==> config.mk <==
export PLATFORM = sky130hd
export DESIGN_NAME = reltmr_top
export DESIGN_NICKNAME = d
export VERILOG_FILES = /design/src/rtl/reltmr_pkg.sv /design/src/rtl/reltmr_preload.sv /design/src/rtl/reltmr_ctrl.sv /design/src/rtl/reltmr_edge.sv /design/src/rtl/reltmr_core.sv /design/src/rtl/reltmr_top.sv
export SDC_FILE = /design/constraint.sdc
export NUM_CORES = 1
export LEC_CHECK = 0
export CAP_MARGIN = 20
export CORE_MARGIN = 2
export CORE_UTILIZATION = 55
export DETAILED_ROUTE_END_ITERATION = 10
export DONT_BUFFER_PORTS = 1
export MAX_ROUTING_LAYER = met4
export PLACE_DENSITY = 0.74
export SETUP_SLACK_MARGIN = 0.3
export SKIP_CTS_REPAIR_TIMING = 1
export SLEW_MARGIN = 20
export SYNTH_ARGS = -nofsm -noshare
export SYNTH_HDL_FRONTEND = slang
export SYNTH_HIERARCHICAL = 1
export SYNTH_SLANG_ARGS = --single-unit
==> constraint.sdc <==
create_clock -name clk -period 2 [get_ports clk]
set_input_delay 0.3 -clock clk [delete_from_list [all_inputs] [get_ports clk]]
set_output_delay 0.3 -clock clk [all_outputs]
set_load 0.05 [all_outputs]
==> src/rtl/reltmr_pkg.sv <==
package reltmr_pkg;
  typedef enum logic [1:0] {
    MODE_OFF   = 2'b00,
    MODE_EVENT = 2'b01,
    MODE_TIMER = 2'b10,
    MODE_PULSE = 2'b11
  } tmr_mode_e;

  localparam logic [1:0] ADDR_PRE_LO = 2'd0;
  localparam logic [1:0] ADDR_PRE_HI = 2'd1;
  localparam logic [1:0] ADDR_CTRL   = 2'd2;

  localparam int CTRL_MODE_LSB = 0;
  localparam int CTRL_EDGE_BIT = 2;
  localparam int CTRL_RUN_BIT  = 3;
endpackage

==> src/rtl/reltmr_preload.sv <==
module reltmr_preload #(
  parameter int BYTE_W = 8,
  localparam int CNT_W = 2 * BYTE_W
) (
  input  logic              clk,
  input  logic              rst_n,
  input  logic              wr_lo,
  input  logic              wr_hi,
  input  logic [BYTE_W-1:0] wr_data,
  output logic [CNT_W-1:0]  preload
);
  logic [BYTE_W-1:0] shadow_lo;

  always_ff @(posedge clk) begin
    if (!rst_n) begin
      shadow_lo <= '0;
      preload   <= '0;
    end else begin
      if (wr_lo) shadow_lo <= wr_data;
      if (wr_hi) preload   <= {wr_data, shadow_lo};
    end
  end

  AST_PRELOAD_HOLD: assert property (@(posedge clk) disable iff (!rst_n)
    !wr_hi |=> $stable(preload));
  AST_PRELOAD_COMMIT: assert property (@(posedge clk) disable iff (!rst_n)
    wr_hi |=> preload[CNT_W-1:BYTE_W] == $past(wr_data));
endmodule

==> src/rtl/reltmr_ctrl.sv <==
module reltmr_ctrl
  import reltmr_pkg::*;
#(
  parameter int BYTE_W = 8
) (
  input  logic              clk,
  input  logic              rst_n,
  input  logic              wr_ctrl,
  input  logic [BYTE_W-1:0] wr_data,
  input  logic              hw_stop,
  output tmr_mode_e         mode,
  output logic              edge_fall,
  output logic              run,
  output logic              start
);
  logic run_req;

  assign run_req = wr_data[CTRL_RUN_BIT];
  assign start   = wr_ctrl && run_req && !run;

  always_ff @(posedge clk) begin
    if (!rst_n) begin
      mode      <= MODE_OFF;
      edge_fall <= 1'b0;
      run       <= 1'b0;
    end else if (wr_ctrl) begin
      mode      <= tmr_mode_e'(wr_data[CTRL_MODE_LSB +: 2]);
      edge_fall <= wr_data[CTRL_EDGE_BIT];
      run       <= run_req;
    end else if (hw_stop) begin
      run <= 1'b0;
    end
  end

  AST_HW_STOP_CLEARS: assert property (@(posedge clk) disable iff (!rst_n)
    hw_stop && !wr_ctrl |=> !run);
  AST_RUN_NEEDS_WRITE: assert property (@(posedge clk) disable iff (!rst_n)
    !run && !wr_ctrl |=> !run);
endmodule

==> src/rtl/reltmr_edge.sv <==
module reltmr_edge (
  input  logic clk,
  input  logic rst_n,
  input  logic ext_pin,
  input  logic edge_fall,
  output logic act_edge,
  output logic end_edge
);
  logic pin_q;
  logic rose;
  logic fell;

  always_ff @(posedge clk) begin
    if (!rst_n) pin_q <= 1'b0;
    else        pin_q <= ext_pin;
  end

  assign rose     = ext_pin && !pin_q;
  assign fell     = !ext_pin && pin_q;
  assign act_edge = edge_fall ? fell : rose;
  assign end_edge = edge_fall ? rose : fell;

  AST_EDGE_EXCLUSIVE: assert property (@(posedge clk) disable iff (!rst_n)
    !(act_edge && end_edge));
endmodule

==> src/rtl/reltmr_core.sv <==
module reltmr_core
  import reltmr_pkg::*;
#(
  parameter int CNT_W = 16
) (
  input  logic             clk,
  input  logic             rst_n,
  input  logic             start,
  input  logic             run,
  input  tmr_mode_e        mode,
  input  logic             tick_en,
  input  logic             act_edge,
  input  logic             end_edge,
  input  logic [CNT_W-1:0] preload,
  input  logic             ovf_ack,
  output logic [CNT_W-1:0] count,
  output logic             ovf_flag,
  output logic             hw_stop
);
  localparam logic [CNT_W-1:0] ALL_ONES = '1;

  logic meas;
  logic pulse_on;
  logic inc;
  logic wrap;

  assign pulse_on = run && (mode == MODE_PULSE);
  assign hw_stop  = pulse_on && meas && end_edge;

  always_comb begin
    inc = 1'b0;
    if (run) begin
      unique case (mode)
        MODE_TIMER: inc = tick_en;
        MODE_EVENT: inc = act_edge;
        MODE_PULSE: inc = tick_en && (meas ? !end_edge : act_edge);
        default:    inc = 1'b0;
      endcase
    end
  end

  assign wrap = inc && (count == ALL_ONES);

  always_ff @(posedge clk) begin
    if (!rst_n) begin
      count    <= '0;
      meas     <= 1'b0;
      ovf_flag <= 1'b0;
    end else begin
      if (start)      count <= preload;
      else if (wrap)  count <= preload;
      else if (inc)   count <= count + 1'b1;

      if (!pulse_on)                 meas <= 1'b0;
      else if (!meas && act_edge)    meas <= 1'b1;
      else if (meas && end_edge)     meas <= 1'b0;

      if (wrap)         ovf_flag <= 1'b1;
      else if (ovf_ack) ovf_flag <= 1'b0;
    end
  end

  AST_START_LOADS: assert property (@(posedge clk) disable iff (!rst_n)
    start |=> count == $past(preload));
  AST_IDLE_HOLD: assert property (@(posedge clk) disable iff (!rst_n)
    (!run || mode == MODE_OFF) && !start |=> $stable(count));
  AST_WRAP_RELOAD: assert property (@(posedge clk) disable iff (!rst_n)
    run && mode == MODE_TIMER && tick_en && !start && count == ALL_ONES
      |=> ovf_flag && count == $past(preload));
  AST_OVF_STICKY: assert property (@(posedge clk) disable iff (!rst_n)
    ovf_flag && !ovf_ack |=> ovf_flag);
endmodule

==> src/rtl/reltmr_top.sv <==
module reltmr_top
  import reltmr_pkg::*;
#(
  parameter int BYTE_W = 8,
  localparam int CNT_W = 2 * BYTE_W,
  localparam int NBYTE = CNT_W / BYTE_W
) (
  input  logic              clk,
  input  logic              rst_n,
  input  logic              wr_en,
  input  logic [1:0]        wr_addr,
  input  logic [BYTE_W-1:0] wr_data,
  input  logic [1:0]        rd_addr,
  output logic [BYTE_W-1:0] rd_data,
  input  logic              tick_en,
  input  logic              ext_pin,
  input  logic              ovf_ack,
  output logic              ovf_irq,
  output logic              run
);
  logic              wr_lo, wr_hi, wr_ctrl;
  logic [CNT_W-1:0]  preload;
  logic [CNT_W-1:0]  count;
  tmr_mode_e         mode;
  logic              edge_fall;
  logic              start;
  logic              hw_stop;
  logic              act_edge, end_edge;
  logic [BYTE_W-1:0] cnt_byte [NBYTE];
  logic [BYTE_W-1:0] ctrl_rd;

  assign wr_lo   = wr_en && (wr_addr == ADDR_PRE_LO);
  assign wr_hi   = wr_en && (wr_addr == ADDR_PRE_HI);
  assign wr_ctrl = wr_en && (wr_addr == ADDR_CTRL);

  reltmr_preload #(.BYTE_W(BYTE_W)) u_pre (
    .clk(clk), .rst_n(rst_n), .wr_lo(wr_lo), .wr_hi(wr_hi),
    .wr_data(wr_data), .preload(preload)
  );

  reltmr_ctrl #(.BYTE_W(BYTE_W)) u_ctrl (
    .clk(clk), .rst_n(rst_n), .wr_ctrl(wr_ctrl), .wr_data(wr_data),
    .hw_stop(hw_stop), .mode(mode), .edge_fall(edge_fall),
    .run(run), .start(start)
  );

  reltmr_edge u_edge (
    .clk(clk), .rst_n(rst_n), .ext_pin(ext_pin), .edge_fall(edge_fall),
    .act_edge(act_edge), .end_edge(end_edge)
  );

  reltmr_core #(.CNT_W(CNT_W)) u_core (
    .clk(clk), .rst_n(rst_n), .start(start), .run(run), .mode(mode),
    .tick_en(tick_en), .act_edge(act_edge), .end_edge(end_edge),
    .preload(preload), .ovf_ack(ovf_ack), .count(count),
    .ovf_flag(ovf_irq), .hw_stop(hw_stop)
  );

  for (genvar gi = 0; gi < NBYTE; gi++) begin : g_bytes
    assign cnt_byte[gi] = count[gi*BYTE_W +: BYTE_W];
  end

  always_comb begin
    ctrl_rd = '0;
    ctrl_rd[CTRL_MODE_LSB +: 2] = mode;
    ctrl_rd[CTRL_EDGE_BIT]      = edge_fall;
    ctrl_rd[CTRL_RUN_BIT]       = run;
  end

  always_comb begin
    unique case (rd_addr)
      2'd0:    rd_data = cnt_byte[0];
      2'd1:    rd_data = cnt_byte[1];
      2'd2:    rd_data = ctrl_rd;
      default: rd_data = '0;
    endcase
  end

  AST_RESET_QUIET: assert property (@(posedge clk)
    !rst_n |=> !ovf_irq && !run);
endmodule

# After elaboration in Yosys (flattened, before gate mapping)

Cells that the tools add are included.

Flip-flop bits (word level): 47
Bits in latches: 0
Bits in writable memories: 0
Bits in read-only memories: 0
Output and inout bits: 10
Memories kept: 0

$add $sub $neg: 1
Multiply operators: 0
Div/mod/pow operators: 0
$lt $le $gt $ge: 0
Equality and inequality tests: 8
Shifts and indexed selects: 0
Muxes and demuxes: 15
Bitwise gates (word level): 0
Reductions and logical operators: 26

Operator list:

| cell                                                                  | count |
|---|---|
| 16-bit two-way mux                                                    | 3 |
| 8-bit one-hot mux with 3 select lines                                 | 1 |
| 16-bit by 1-bit adder with 16-bit output, second input constant       | 1 |
| 16-bit equality test, second input constant                           | 1 |
| 1-bit logical AND                                                     | 14 |
| 1-bit two-way mux                                                     | 10 |
| 2-bit equality test, second input constant                            | 4 |
| 2-bit by 1-bit equality test with 1-bit output, second input constant | 3 |
| 2-bit nonzero test                                                    | 3 |
| 1-bit zero test                                                       | 5 |
| 2-bit zero test                                                       | 2 |
| 1-bit one-hot mux with 3 select lines                                 | 1 |
| 3-bit nonzero test                                                    | 1 |
| 2-bit AND reduction                                                   | 1 |

# Depth between registers and ports, before layout

Word-level depth: 11
Gate-level depth with buffers: 9

# Hierarchy

The synthesis kept the hierarchy.

Modules (own cells, without submodules):

| module         | times used | cells an instance | area each (um^2) |
|---|---|---|---|
| reltmr_core    | 1          | 158               | 1192.4 |
| reltmr_preload | 1          | 77                | 917.1 |
| reltmr_top     | 1          | 22                | 191.4 |
| reltmr_ctrl    | 1          | 14                | 168.9 |
| reltmr_edge    | 1          | 6                 | 58.8 |

# Worst setup path before layout

Ideal clock, no wire load.

Path kind: register to register
From: register u_ctrl.run
To: register u_core.count[4]
Arrival time: 2034 ps
Required time: 1881 ps
Setup slack: -153 ps
Stages on the path, launching flop included: 7
Buffers on the path: 1
Cells stage by stage: dfxtp_1 -> nand3_1 -> or2_2 -> clkbuf_1 -> nor4b_1 -> nor2_1 -> o221a_1

Word-level cells in the longest chain between the ends: 4

RTL lines:

| element                | line              | RTL |
|---|---|---|
| from (decl)            | reltmr_ctrl.sv:13 | `output logic run,` |
| from (signal assigned) | reltmr_ctrl.sv:29 | `run <= run_req;` |
| 1-bit two-way mux      | reltmr_core.sv:32 | `if (run) begin` |
| 1-bit logical AND      | reltmr_core.sv:42 | `assign wrap = inc && (count == ALL_ONES);` |
| 16-bit two-way mux     | reltmr_core.sv:51 | `else if (wrap) count <= preload;` |
| 16-bit two-way mux     | reltmr_core.sv:50 | `if (start) count <= preload;` |
| to (signal assigned)   | reltmr_core.sv:50 |  |
| to (signal assigned)   | reltmr_core.sv:51 |  |
| to (signal assigned)   | reltmr_core.sv:52 | `else if (inc) count <= count + 1'b1;` |
| to (decl)              | reltmr_core.sv:16 | `output logic [CNT_W-1:0] count,` |

Parallel ways exist; a longest one is shown, timed or not.
A chain may end at the register's enable or synchronous reset.

# Worst setup path after layout

From: register u_edge.pin_q
To: register u_core.count[7]

RTL lines:

| element                                 | line              | RTL |
|---|---|---|
| from (decl)                             | reltmr_edge.sv:9  | `logic pin_q;` |
| from (signal assigned)                  | reltmr_edge.sv:15 | `else pin_q <= ext_pin;` |
| 1-bit zero test                         | reltmr_edge.sv:18 | `assign rose = ext_pin && !pin_q;` |
| 1-bit logical AND                       | reltmr_edge.sv:18 |  |
| 1-bit two-way mux *                     | reltmr_edge.sv:20 | `assign act_edge = edge_fall ? fell : rose;` |
| named net act_edge                      | reltmr_top.sv:28  | `logic act_edge, end_edge;` |
| 1-bit two-way mux                       | reltmr_core.sv:36 | `MODE_PULSE: inc = tick_en && (meas ? !end_edge : act_edge);` |
| 1-bit logical AND                       | reltmr_core.sv:36 |  |
| 1-bit one-hot mux with 3 select lines * | reltmr_core.sv:33 | `unique case (mode)` |
| 1-bit two-way mux *                     | reltmr_core.sv:32 |  |
| 1-bit logical AND                       | reltmr_core.sv:42 |  |
| 16-bit two-way mux                      | reltmr_core.sv:51 |  |
| 16-bit two-way mux                      | reltmr_core.sv:50 |  |

Mark *: on every way through the listed nets, which the timed path passes. The rest lies on a longest branch.

==> impl_metrics.tcl <==
set metrics [dict create \
    status "complete, but fails checks" \
    violations "setup timing" \
    crit_cells 10 \
    die_area_um2 5160 \
    cp-startpoint "u_edge/pin_q$_SDFF_PN0_" \
    synthFlopType "sky130_fd_sc_hd__dfxtp_1" \
    grt_pass1_vias 2025 \
    static-leakage-power_uw 0.00119 \
    design_area_um2 3280 \
    crit_path_max_incr_delay_ps 350 \
    setup.worst_path.class "reg -> reg" \
    detailedPlacementHpwl_mm 4.76 \
    syn_nets 296 \
    die_outline_width_um 71.8 \
    synthArstFlopShare_pct 0 \
    global_route_wire_length_before_repair_mm 10.2 \
    final_nets 345 \
    drt-wirelength-per-cell_um 17.7 \
    grt_overflow 0 \
    post_synth_edffs 0 \
    hold_path_startpoint "rst_n" \
    cpMaxStageDelayCell "sky130_fd_sc_hd__dfxtp_2" \
    finalMaxSlewViolations 0 \
    cap_violations 0 \
    tritoncts.num_buffers 5 \
    maximum_number_of_pins_on_one_net_before_global_route_repair 45 \
    clock_tree.htree_level_count 2 \
    drt.antenna.violating_nets 0 \
    fp.coreArea_um2 4380 \
    dpl_worst_slack_ps -84.5 \
    routed_wl_mm 6.72 \
    die_y_um 71.8 \
    timing.final.crit_period_ps 2010 \
    critical_path.reg2reg.endpoint "u_core/count[7]$_SDFFE_PN0P_" \
    antenna_diode_count 0 \
    postSynthCellCount 277 \
    worst_path_dominant_cell_family "simple AND/OR/NAND/NOR gates" \
    clk-insertion-delay-late_ps 290 \
    area_delta_synth_final_pct 29.8 \
    yosys_warnings 6 \
    clk_transition_reported_paths_ps 90 \
    drive_above_1_share_pct 32.1 \
    timing.critical_path.cells "nand2b_4, mux2i_4, a21o_1, nand3_4, buf_6, or2_4, buf_6, and3_1, a21oi_1, a31oi_1" \
    r2r-start "u_edge/pin_q$_SDFF_PN0_" \
    cts.sinks 47 \
    postSynthAreaPerCell_um2 9.13 \
    most_common_cell_in_the_netlist "sky130_fd_sc_hd__dfxtp_1" \
    critical_path.endpoint "u_core/count[7]$_SDFFE_PN0P_" \
    fmax_mhz 498 \
    kind_of_start_point_of_the_critical_path "register" \
    regToRegSetupSlack_ps -8 \
    synthTopCellsByCount "sky130_fd_sc_hd__dfxtp_1, sky130_fd_sc_hd__mux2i_1, sky130_fd_sc_hd__nor2b_1" \
    floorplan.rows 24 \
    critical_path_peak_fanout 5 \
    vdd_drop_max_mv 0.435 \
    grt.total_usage_pct 26.3 \
    powerDensity_nw_per_um2 519 \
    io_pins 28 \
    synth.top_cell.area_share_pct 37.2 \
    post-route-period-util_pct 100 \
    hold_class "in -> reg" \
    start_util_pct 57.7 \
    cp_num_buf_inv 2 \
    grt_antenna_before_repair 0 \
    cell_area_after_synthesis_um2 2530 \
    arrival_ps 2180 \
    avgViaCountPerCell 5.97 \
    ctsRootBufferMaster "sky130_fd_sc_hd__clkbuf_8" \
    drt_first_pass_iters 4 \
    cts_buffer_depth 2 \
    synth-seq-area-share_pct 37.2 \
    slew_headroom_pct 66.2 \
    cpMostUsedCell "sky130_fd_sc_hd__buf_6" \
    io_buffers 0 \
    drc_errors 0 \
    gpl.final_weighted_congestion 1.00 \
    setup_violations 2 \
    yosys.area.top_type "sky130_fd_sc_hd__dfxtp_1" \
    synth_seq_cells 47 \
    worstRegToRegCells 10 \
    end_kind "register" \
    detailroute.via_count 2264 \
    finalHoldViolations 0 \
    tritoncts "done" \
    critPathRequiredTime_ps 2170 \
    drtIter0Drc 243 \
    synth_area_leaders "sky130_fd_sc_hd__dfxtp_1, sky130_fd_sc_hd__mux2i_1, sky130_fd_sc_hd__nor2b_1" \
    worst_slew_pin_slew_ps 506 \
    final.setup_skew_ps 5.41 \
    setup_ws_ps -7.64 \
    placedInstanceArea_um2 2910 \
    synth_cell_type_count 53 \
    unrepaired_setup_endpoints_after_global_routing "yes" \
]
-- per-stage QoR --
stage	hold WS, ps	util [%]	setup TNS (ps)	total power (uW)	std cells
final	129	74.9	-11.1	1710	379
after global routing	120	74.9	-358	1760	379
after CTS	109	68.3	-598	1710	368
after detailed placement	430	66.4	-375	1150	360
after global placement	427	66.4	-49.7	1140	360
after floorplan	418	-	0	1120	277
-- kinds of logic after synthesis --
family / share of synthesized area, %
xor gates and xnor gates: 2.42
and+or+nand+nor: 27.5
DFF: 37.2
muxes: 15.0
buffers and inverters: 5.15
adders and majority gates: 0.495
AOI/OAI and AO/OA: 12.2
-- flip-flops by register name, summed over array words and instances (netlist names) --
signal / count
u_edge/pin_q: 1
u_ctrl/run: 1
u_pre/preload: 16
u_pre/shadow_lo: 8
u_core/ovf_flag: 1
u_core/count: 16
u_ctrl/mode: 2
u_ctrl/edge_fall: 1
u_core/meas: 1
-- area by class of cell --
class	count	area, um2
inverter	6	22.5
timing repair buffer	55	463
sequential	47	958
clock inverter	2	12.5
clock buffer	6	72.6
multi-input combinational	211	1690
fill	322	1100
tap	52	65.1
-- cell usage in the layout, fill, tap and decap left out, types with 3 or more instances in the layout --
cell type	n
sky130_fd_sc_hd__nand4_1	5
sky130_fd_sc_hd__dfxtp_2	5
sky130_fd_sc_hd__nor2b_4	3
sky130_fd_sc_hd__and2_1	4
sky130_fd_sc_hd__nor3_2	3
sky130_fd_sc_hd__inv_1	6
sky130_fd_sc_hd__nor3_4	3
sky130_fd_sc_hd__dfxtp_1	39
sky130_fd_sc_hd__dfxtp_4	3
sky130_fd_sc_hd__clkbuf_8	5
sky130_fd_sc_hd__nand3_1	6
sky130_fd_sc_hd__buf_4	44
sky130_fd_sc_hd__xnor2_1	4
sky130_fd_sc_hd__nand2b_1	3
sky130_fd_sc_hd__buf_6	10
sky130_fd_sc_hd__a31oi_1	6
sky130_fd_sc_hd__nor2_1	15
sky130_fd_sc_hd__nand2_1	13
sky130_fd_sc_hd__a21oi_1	7
sky130_fd_sc_hd__o21ai_1	11
sky130_fd_sc_hd__and3_1	3
sky130_fd_sc_hd__nor2b_1	28
sky130_fd_sc_hd__mux2i_1	36
sky130_fd_sc_hd__o2bb2ai_1	3
sky130_fd_sc_hd__nor4_1	4
-- worst register-to-register path, cell delays in order (launching register included) --
cell,delay [ps]
sky130_fd_sc_hd__dfxtp_2,350
sky130_fd_sc_hd__nand2b_4,160
sky130_fd_sc_hd__mux2i_4,160
sky130_fd_sc_hd__a21o_1,170
sky130_fd_sc_hd__nand3_4,100
sky130_fd_sc_hd__buf_6,140
sky130_fd_sc_hd__or2_4,280
sky130_fd_sc_hd__buf_6,140
sky130_fd_sc_hd__and3_1,170
sky130_fd_sc_hd__a21oi_1,120
sky130_fd_sc_hd__a31oi_1,100
-- metal layers --
layer | vias up | part of all wire (%) | global-route usage, %
li1 | 1098 | - | -
met3 | 6 | 7.9 | 4.64
met5 | - | 0 | -
met4 | 0 | 0.59 | 5.87
met2 | 116 | 46 | 40.1
met1 | 1044 | 45 | 36.7
-- power by group --
group / switching [uW] / internal, uW / leakage [uW] / total (uW)
Combinational: 81.4 / 86.7 / 0.000761 / 168
Clock: 318 / 245 / 0.0000412 / 563
Sequential: 18.9 / 955 / 0.000385 / 974
Total: 418 / 1290 / 0.00119 / 1710
-- how the worst min path moves through the flow --
stage	end	slack, ps	cells after the start
after floorplan	u_core/count[8]$_SDFFE_PN0P_	420	2
after global placement	u_core/count[6]$_SDFFE_PN0P_	430	1
after detailed placement	u_core/count[6]$_SDFFE_PN0P_	430	1
after CTS	u_core/count[8]$_SDFFE_PN0P_	110	2
after global routing	u_edge/pin_q$_SDFF_PN0_	120	1
final	u_core/count[8]$_SDFFE_PN0P_	130	2
Note: power is estimated with default switching activity, not from simulation.
